$ cat src/rtl/regbank_pkg.sv
package regbank_pkg;

    localparam int ADDR_W            = 6;
    localparam int BYTE_W            = 8;
    localparam int WORD_W            = 16;
    localparam int NUM_CORES         = 2;
    localparam int CH_PER_CORE       = 32;
    localparam int NUM_AMPS          = NUM_CORES * CH_PER_CORE;
    localparam int ZSEL_W            = $clog2(NUM_AMPS);
    localparam int PWR_REGS_PER_CORE = CH_PER_CORE / BYTE_W;
    localparam int REG_ZSEL          = 7;
    localparam int REG_PWR_A         = 14;
    localparam int REG_PWR_B         = REG_PWR_A + PWR_REGS_PER_CORE;
    localparam int NUM_RAM           = REG_PWR_B + PWR_REGS_PER_CORE;

    typedef enum logic [1:0] {
        OP_CONV  = 2'b00,
        OP_WRITE = 2'b01,
        OP_READ  = 2'b10,
        OP_IDLE  = 2'b11
    } op_e;

    typedef enum logic {
        CORE_A = 1'b0,
        CORE_B = 1'b1
    } core_e;

    typedef struct packed {
        op_e                op;
        logic [ADDR_W-1:0]  addr;
        logic [BYTE_W-1:0]  data;
    } cmd_t;

    typedef logic [NUM_RAM-1:0][BYTE_W-1:0]          ram_t;
    typedef logic [NUM_CORES-1:0][WORD_W-1:0]        lane_words_t;

    // Identification bytes; zero for any address without a fixed value.
    function automatic logic [BYTE_W-1:0] rom_lookup(core_e core, logic [ADDR_W-1:0] addr);
        logic [BYTE_W-1:0] v;
        case (addr)
            6'd40:   v = 8'h49;
            6'd41:   v = 8'h4E;
            6'd42:   v = 8'h54;
            6'd43:   v = 8'h41;
            6'd44:   v = 8'h4E;
            6'd59:   v = (core == CORE_A) ? 8'd53 : 8'd58;
            6'd61:   v = 8'd1;
            6'd62:   v = BYTE_W'(NUM_AMPS);
            6'd63:   v = 8'd4;
            default: v = '0;
        endcase
        return v;
    endfunction

    // Stand-in for a conversion: {tag, 0, aux, channel}.
    function automatic logic [WORD_W-1:0] conv_stub(core_e core, logic [ADDR_W-1:0] addr,
                                                    logic [BYTE_W-1:0] tag);
        logic [WORD_W-1:0] w;
        if (!addr[ADDR_W-1])
            w = {tag, 2'b00, (core == CORE_B), addr[ADDR_W-2:0]};
        else if (core == CORE_A)
            w = {tag, 2'b01, addr};
        else
            w = '0;
        return w;
    endfunction

endpackage

$ cat src/rtl/cfg_regfile.sv
module cfg_regfile
    import regbank_pkg::*;
(
    input  logic                 clk,
    input  logic                 rst,
    input  logic                 cmd_valid,
    input  cmd_t                 cmd,
    output ram_t                 ram_q,
    output logic [ZSEL_W-1:0]    zcheck_sel,
    output logic [NUM_AMPS-1:0]  amp_pwr_en
);

    logic we;
    assign we = cmd_valid && (cmd.op == OP_WRITE);

    // Writable storage has no reset: contents are undefined until written.
    always_ff @(posedge clk) begin
        if (we) begin
            for (int r = 0; r < NUM_RAM; r++) begin
                if (cmd.addr == ADDR_W'(r))
                    ram_q[r] <= cmd.data;
            end
        end
    end

    assign zcheck_sel = ram_q[REG_ZSEL][ZSEL_W-1:0];

    for (genvar k = 0; k < PWR_REGS_PER_CORE; k++) begin : g_pwr_reg
        for (genvar j = 0; j < BYTE_W; j++) begin : g_pwr_bit
            assign amp_pwr_en[k*BYTE_W + j]               = ram_q[REG_PWR_A + k][j];
            assign amp_pwr_en[CH_PER_CORE + k*BYTE_W + j] = ram_q[REG_PWR_B + k][BYTE_W-1-j];
        end
    end

    AST_ZSEL_LOAD: assert property (@(posedge clk) disable iff (rst)
        (we && cmd.addr == ADDR_W'(REG_ZSEL)) |=> (zcheck_sel == $past(cmd.data[ZSEL_W-1:0])));

    AST_PWR_LOW_ORDER: assert property (@(posedge clk) disable iff (rst)
        (we && cmd.addr == ADDR_W'(REG_PWR_A)) |=> (amp_pwr_en[BYTE_W-1:0] == $past(cmd.data)));

    AST_PWR_HIGH_ORDER: assert property (@(posedge clk) disable iff (rst)
        (we && cmd.addr == ADDR_W'(REG_PWR_B)) |=>
        (amp_pwr_en[CH_PER_CORE] == $past(cmd.data[BYTE_W-1]) &&
         amp_pwr_en[CH_PER_CORE+BYTE_W-1] == $past(cmd.data[0])));

    AST_NO_STRAY_WRITE: assert property (@(posedge clk) disable iff (rst)
        !(we && cmd.addr < ADDR_W'(NUM_RAM)) |=> ($stable(amp_pwr_en) && $stable(zcheck_sel)));

endmodule

$ cat src/rtl/core_lane.sv
module core_lane
    import regbank_pkg::*;
#(
    parameter core_e             CORE_ID  = CORE_A,
    parameter logic [BYTE_W-1:0] STUB_TAG = 8'hC0
)(
    input  cmd_t               cmd,
    input  ram_t               ram_q,
    output logic [WORD_W-1:0]  word
);

    localparam logic [ADDR_W-1:0] HI_FIRST = ADDR_W'(REG_PWR_B);
    localparam logic [ADDR_W-1:0] RAM_END  = ADDR_W'(NUM_RAM);

    logic              ram_hit;
    logic              b_only;
    logic [BYTE_W-1:0] ram_val;
    logic [BYTE_W-1:0] rd_byte;

    // A write reports the value it leaves behind, so the new byte bypasses storage.
    always_comb begin
        ram_hit = 1'b0;
        ram_val = '0;
        for (int r = 0; r < NUM_RAM; r++) begin
            if (cmd.addr == ADDR_W'(r)) begin
                ram_hit = 1'b1;
                ram_val = (cmd.op == OP_WRITE) ? cmd.data : ram_q[r];
            end
        end
    end

    assign b_only  = (CORE_ID == CORE_A) && (cmd.addr >= HI_FIRST) && (cmd.addr < RAM_END);
    assign rd_byte = ram_hit ? (b_only ? '0 : ram_val) : rom_lookup(CORE_ID, cmd.addr);

    always_comb begin
        case (cmd.op)
            OP_CONV:           word = conv_stub(CORE_ID, cmd.addr, STUB_TAG);
            OP_WRITE, OP_READ: word = {{(WORD_W-BYTE_W){1'b0}}, rd_byte};
            default:           word = '0;
        endcase
    end

endmodule

$ cat src/rtl/result_pipe.sv
module result_pipe
    import regbank_pkg::*;
(
    input  logic         clk,
    input  logic         rst,
    input  logic         adv,
    input  lane_words_t  in_words,
    output lane_words_t  out_words
);

    lane_words_t stage1;
    lane_words_t stage2;

    always_ff @(posedge clk) begin
        if (rst) begin
            stage1 <= '0;
            stage2 <= '0;
        end else if (adv) begin
            stage1 <= in_words;
            stage2 <= stage1;
        end
    end

    assign out_words = stage2;

    AST_RESET_CLEAR: assert property (@(posedge clk)
        rst |=> (out_words == '0));

    AST_PIPE_HOLD: assert property (@(posedge clk) disable iff (rst)
        !adv |=> $stable(out_words));

endmodule

$ cat src/rtl/dual_core_regbank.sv
module dual_core_regbank
    import regbank_pkg::*;
#(
    parameter logic [7:0] STUB_TAG = 8'hC0
)(
    input  logic         clk,
    input  logic         rst,
    input  logic         cmd_valid,
    input  logic [1:0]   cmd_op,
    input  logic [5:0]   cmd_addr,
    input  logic [7:0]   cmd_data,
    output logic [15:0]  res_a,
    output logic [15:0]  res_b,
    output logic [5:0]   zcheck_sel,
    output logic [63:0]  amp_pwr_en
);

    cmd_t        cmd;
    ram_t        ram_q;
    lane_words_t lane_word;
    lane_words_t out_words;

    assign cmd = '{op: op_e'(cmd_op), addr: cmd_addr, data: cmd_data};

    cfg_regfile u_regs (
        .clk        (clk),
        .rst        (rst),
        .cmd_valid  (cmd_valid),
        .cmd        (cmd),
        .ram_q      (ram_q),
        .zcheck_sel (zcheck_sel),
        .amp_pwr_en (amp_pwr_en)
    );

    for (genvar c = 0; c < NUM_CORES; c++) begin : g_core
        core_lane #(
            .CORE_ID  (core_e'(c)),
            .STUB_TAG (STUB_TAG)
        ) u_lane (
            .cmd   (cmd),
            .ram_q (ram_q),
            .word  (lane_word[c])
        );
    end

    result_pipe u_pipe (
        .clk       (clk),
        .rst       (rst),
        .adv       (cmd_valid),
        .in_words  (lane_word),
        .out_words (out_words)
    );

    assign res_a = out_words[CORE_A];
    assign res_b = out_words[CORE_B];

endmodule

$ cat config.mk
export PLATFORM = sky130hd
export DESIGN_NAME = dual_core_regbank
export DESIGN_NICKNAME = d
export VERILOG_FILES = /design/src/rtl/regbank_pkg.sv /design/src/rtl/cfg_regfile.sv /design/src/rtl/core_lane.sv /design/src/rtl/result_pipe.sv /design/src/rtl/dual_core_regbank.sv
export SDC_FILE = /design/constraint.sdc
export NUM_CORES = 1
export LEC_CHECK = 0
export BUFFER_PORTS_ARGS = -buffer_cell sky130_fd_sc_hd__buf_2
export CAP_MARGIN = 20
export CELL_PAD_IN_SITES_DETAIL_PLACEMENT = 0
export CELL_PAD_IN_SITES_GLOBAL_PLACEMENT = 1
export CORE_UTILIZATION = 42
export DETAILED_ROUTE_END_ITERATION = 8
export PLACE_DENSITY_LB_ADDON = 0.12
export SKIP_LAST_GASP = 1
export SLEW_MARGIN = 40
export SYNTH_ARGS = -nofsm -noshare
export SYNTH_HDL_FRONTEND = slang
export SYNTH_SLANG_ARGS = --single-unit
$ cat constraint.sdc
create_clock -name clk -period 3.1 [get_ports clk]
set_clock_uncertainty 0.05 [all_clocks]
set_input_delay 0.155 -clock clk [delete_from_list [all_inputs] [get_ports clk]]
set_output_delay 0.155 -clock clk [all_outputs]
set_load 0.01 [all_outputs]
# [Word level (Yosys, flattened, before mapping)]
# Cells that the tools add are included.
[totals] register_bits=240 input_bits=19 out_inout_bits=102 elab_cells=163
[op_classes] magnitude_cmp=2 eq_ne=32 mux=75 n_reduce_logical=28
[op_table] cell="8-bit 2-to-1 mux" count=47
[op_table] cell="7-bit one-hot mux with 8 select lines" count=2
[op_table] cell="16-bit one-hot mux with 2 select lines" count=2
[op_table] cell="6-bit == test (second input constant)" count=9
[op_table] cell="6-bit by 4-bit == test with 1-bit output (second input constant)" count=8
[op_table] cell="2-bit AND reduction" count=22
[op_table] cell="6-bit by 5-bit == test with 1-bit output (second input constant)" count=6
[op_table] cell="6-bit by 3-bit == test with 1-bit output (second input constant)" count=4
[op_table] cell="1-bit 2-to-1 mux" count=22
[op_table] cell="16-bit 2-to-1 mux" count=1
[op_table] cell="6-bit by 2-bit == test with 1-bit output (second input constant)" count=2
[op_table] cell="7-bit 2-to-1 mux" count=1
[op_table] cell="6-bit by 1-bit == test with 1-bit output (second input constant)" count=1
[op_table] cell="6-bit by 5-bit greater-or-equal comparator with 1-bit output (second input constant)" count=1
[op_table] cell="6-bit zero test" count=1
[op_table] cell="6-bit by 5-bit less-than comparator with 1-bit output (second input constant)" count=1
[op_table] cell="2-bit OR reduction" count=2
[op_table] cell="2-bit by 1-bit == test with 1-bit output (second input constant)" count=1
[op_table] cell="2-bit == test (second input constant)" count=1
[op_table] cell="1-bit logical AND" count=2
[op_table] cell="2-bit zero test" count=1

# [Longest topological paths before layout]
[logic_depth] ltp_word=27 mapped_depth=12 ltp_nobuf=9

# [Cells and area by module]
# Synthesis repeated with hierarchy kept, for this count alone.
[unflattened] hier_cells=1530 hier_area_um2=15133.3
[modules_own_cells] module="cfg_regfile" n_inst=1 cells_each=282 area_each_um2=6115.9 seq_area_each_um2=5285.1
[modules_own_cells] module="core_lane (g_core[1].u_lane)" n_inst=1 cells_each=530 area_each_um2=3443.3 seq_area_each_um2=0.0
[modules_own_cells] module="core_lane (g_core[0].u_lane)" n_inst=1 cells_each=512 area_each_um2=3283.1 seq_area_each_um2=0.0
[modules_own_cells] module="result_pipe" n_inst=1 cells_each=206 area_each_um2=2290.9 seq_area_each_um2=1281.2

# [Worst setup path after synthesis]
# Ideal clock, no wire load.
[synth_timing] path_kind="input port to flip-flop" start="in cmd_op[1]" end="reg u_regs.ram_q[24] (netlist name), enable pin" setup_ns=0.383 arrival_ns=2.516 required_time_ns=2.667 slack_ns=0.151 path_stages=9 path_buffers=5 cell_sequence="inv_1 > ha_1 > clkbuf_1 > clkbuf_1 > clkbuf_1 > buf_1 > nand2_1 > clkbuf_1 > nor3_1"
[synth_between] elab_chain_cells=3
[synth_rtl] element="start: declaration" line="dual_core_regbank.sv:9" rtl="input logic [1:0] cmd_op,"
[synth_rtl] element="2-bit by 1-bit == test with 1-bit output" line="cfg_regfile.sv:14" rtl="assign we = cmd_valid && (cmd.op == OP_WRITE);"
[synth_rtl] element="1-bit logical AND" line="cfg_regfile.sv:14"
[synth_rtl] element="2-bit AND reduction (no line)"
[synth_rtl] element="end signal: indexed assignment" line="cfg_regfile.sv:21" rtl="ram_q[r] <= cmd.data;"
[synth_rtl] element="end: declaration" line="cfg_regfile.sv:8" rtl="output ram_t ram_q,"
# Every way passes these cells.
# A chain may end at the register's enable or synchronous reset.

# [Worst setup path in the final report]
[layout_timing] start="in cmd_op[1]" end="reg u_pipe.stage1[16] (netlist name)"
[layout_between] elab_chain_cells=26 elab_cells_between_ends=50 cone_classes="2 x eq/ne; 46 x mux; 2 x reduce/logical"
[layout_rtl] element="2-bit by 1-bit == test with 1-bit output" line="core_lane.sv:27, core_lane.sv:36"
[layout_rtl] element="8-bit 2-to-1 mux" line="core_lane.sv:27" rtl="ram_val = (cmd.op == OP_WRITE) ? cmd.data : ram_q[r];"
[layout_rtl] element="8-bit 2-to-1 mux (22 in series)" line="core_lane.sv:25" rtl="if (cmd.addr == ADDR_W'(r)) begin"
[layout_rtl] element="8-bit 2-to-1 mux" line="core_lane.sv:33" rtl="assign rd_byte = ram_hit ? (b_only ? '0 : ram_val) : rom_lookup(CORE_ID, cmd.addr);"
[layout_rtl] element="16-bit one-hot mux with 2 select lines *" line="core_lane.sv:36" rtl="case (cmd.op)"
[layout_rtl] element="end signal: assignment" line="result_pipe.sv:19" rtl="stage1 <= in_words;"
[layout_rtl] element="end: declaration" line="result_pipe.sv:11" rtl="lane_words_t stage1;"
# Every way passes the cells marked *; elsewhere a longest branch is shown, timed or not.

==> results.ini <==
[job]
maxCapViolCount=0

[timing]
setup_viol=0
fin_crit_ns=2.52
fmax_mhz=398
grt_setup_unrepaired=no
hold_viol=0
worst_pin_slew_ns=0.788
finalSetupTns_ns=0
fin_hold_ws_ns=0.0268
slew_headroom_pct=47.3
layout_worst_path_cycle_share_pct=81.1
maxSlewViolCount=0

[synth]
netlist_instances=1030
synth_edf_count=176
synth_xor_area_share_pct=0.157
synth_top_family_by_area=compound AO/OA/AOI/OAI gates
ys_warn_count=0
yosysMostFrequentCell=edfxtp_1
netlist_area_mm2=0.0111
synth_compound_area_share_pct=18.6
ys.flop_type=edfxtp_1
synth_cell_types=87
async_flop_share_pct=0
synth-seq-area-share_pct=54.0
synthTopCellsByCount=edfxtp_1 (176), buf_4 (86), nand2_1 (73), nor2_1 (69), a21oi_1 (64)
yosys.area_share.adder_pct=0.337
synth_top_cell_by_area=edfxtp_1
synth-simple-area-share_pct=14.0
avgSynthCellArea_um2=10.8
yosys-top-cells-area=edfxtp_1 (47%), dfxtp_1 (6.5%), buf_4 (5.8%)
yosys_register_bits=212
yosys.area.top_type_share_pct=47.5
synthMuxAreaShare_pct=3.68

[routing]
vias=8928
postRouteAntennaNets=0
drt_iter0_drc=1162
drc_errors=0
wirelength_um=40800
drt-pass1-iter-count=6
wire_per_inst_um=27.5
avgViaCountPerCell=6.02

[critical_path]
r2r_slack_ns=0.70
slowest_delay_ns=0.55
cp-end-kind=register
worst_path_max_delay_cell=a2111oi_0
crit_fanout=32
path_buf_inv=4
worstSetupStartpoint=cmd_op[1]
r2r_cells=9
cp.arrival_ns=2.86
path_cells=buf_2 -> inv_1 -> ha_4 -> inv_2 -> buf_4 -> a21oi_1 -> o21ai_0 -> a2111oi_0 -> o211ai_1 -> a211oi_2 -> o32ai_1
path_depth=11
r2r-end=u_pipe.stage1[21]
cp_top_family=compound AO/OA/AOI/OAI gates
cp-start-kind=input pin
worst_ep_required_time_ns=3.45
cp-endpoint=u_pipe.stage1[16]
critical_path_class=input pin to register
r2r_start=u_regs.ram_q[29]

[clock_network]
cts_buffer_depth=3
root_buffer=clkbuf_16
cts_tree=built
htreeDepth=1
clk_latency_ns=0.53
cts_resized=0
cts_buffers=23
clkTransAtPathRegs_ns=0.06
clock-sinks=212

[die]
rows=59
initial_core_util_pct=42.7
dieArea_mm2=0.0272
die_x_um=165
io_pins=121
die_h_um=165
core_area_mm2=0.0261

[cells_and_area]
num_antenna_cells=0
nets=1156
final_area_mm2=0.0129
drive_above_1_share_pct=25.3
area_growth_pct=16.0

[worst_hold_path]
min_path_type=input pin to register
worstHoldStart=rst

[placed_design]
dpl.hpwl_um=30100
gp_congestion=0.903
portBuffers=108
place_area_mm2=0.0121

[power]
peakVddDrop_mv=0.449
powerDensity_mw_per_mm2=521
p_leak_nw=4.79

[global_route]
grt_overflow=0
grt_pass1_wl_um=58600
antenna_found_initial=0
grt_pass1_vias=8587
grt_usage_pct=30.2
grt_max_degree=33

[outcome]
status=finished, final reports clean

[routing by layer]
layer / track usage (%) / part of all wire [%]
met1: 42.3 / 44
met3: 5.68 / 7.7
met2: 47.0 / 45
met5: 0 / 0
met4: 9.76 / 3.2
[registers in the layout, summed over array words and instances, names as in the netlist]
| signal | count |
|---|---|
| u_regs.amp_pwr_en | 64 |
| u_pipe.out_words | 18 |
| u_regs.ram_q | 112 |
| u_pipe.stage1 | 18 |
[power by group]
part | switching [W] | leakage, nW | internal (W)
Sequential | 0.0000118 | 1.87 | 0.00310
Clock | 0.00112 | 0.392 | 0.00185
Combinational | 0.000439 | 2.53 | 0.000210
[through the flow]
step                      worst slack [ns]  cells  power [W]  util [%]
after detailed placement             0.144   1440    0.00380      46.3
after global routing                 0.393   1484    0.00691      49.5
final                                0.585   1484    0.00673      49.5
after floorplan                      0.151   1041    0.00350         -
after CTS                            0.684   1484    0.00675      49.5
after global placement              0.0942   1440    0.00380      46.3
[cell usage in the layout, fill, tap and decap left out, types with 13 or more instances in the layout]
cell and instances:
nand2_1 73, and3_1 13, inv_1 16, mux2i_1 33, o21ai_0 50, nor2b_1 15, a211oi_1 18, nor3_1 20
dfxtp_1 36, buf_2 108, nand2b_1 21, clkbuf_16 23, a21oi_1 64, a31oi_1 15, o211ai_1 17, nor2_1 68
a22oi_1 13, edfxtp_1 176, nand3_1 30, buf_4 111
[worst min path at each step]
stage | depth (start not counted) | end
3_5_place_dp | 1 | u_regs.amp_pwr_en[25]
3_3_place_gp | 2 | u_pipe.out_words[20]
4_1_cts | 2 | u_pipe.out_words[30]
5_1_grt | 2 | u_pipe.out_words[17]
2_1_floorplan | 0 | u_regs.amp_pwr_en[0]
6_report | 2 | u_pipe.out_words[30]
[kinds of logic after synthesis]
kind of cell	Yosys count
buf+inv	175
xor+xnor	2
compound gates	298
mux	40
other cells	1
fa+ha+maj	3
flops	212
simple gates	299
[layout make-up]
type,instances,area [um^2]
clock inverter,14,216
sequential,212,6010
tap,335,419
fill,2410,13100
timing repair buffer,225,1450
clock buffer,26,587
inverter,18,67.6
multi-input combinational,654,4160
[worst register-to-register path: cells and delay by family, from the launching register on]
kind | cells | cell delay [ns]
AO/OA/AOI/OAI | 5 | 1.29
buffers and inverters | 2 | 0.33
flip-flops | 1 | 0.36
AND/OR/NAND/NOR | 2 | 0.25
[timing repair]
| action | CTS | global route |
|---|---|---|
| buffers inserted | 0 | 0 |
| hold endpoints to repair | 12 | 0 |
| hold buffers | 4 | 0 |
(Power assumes the default switching activity.)
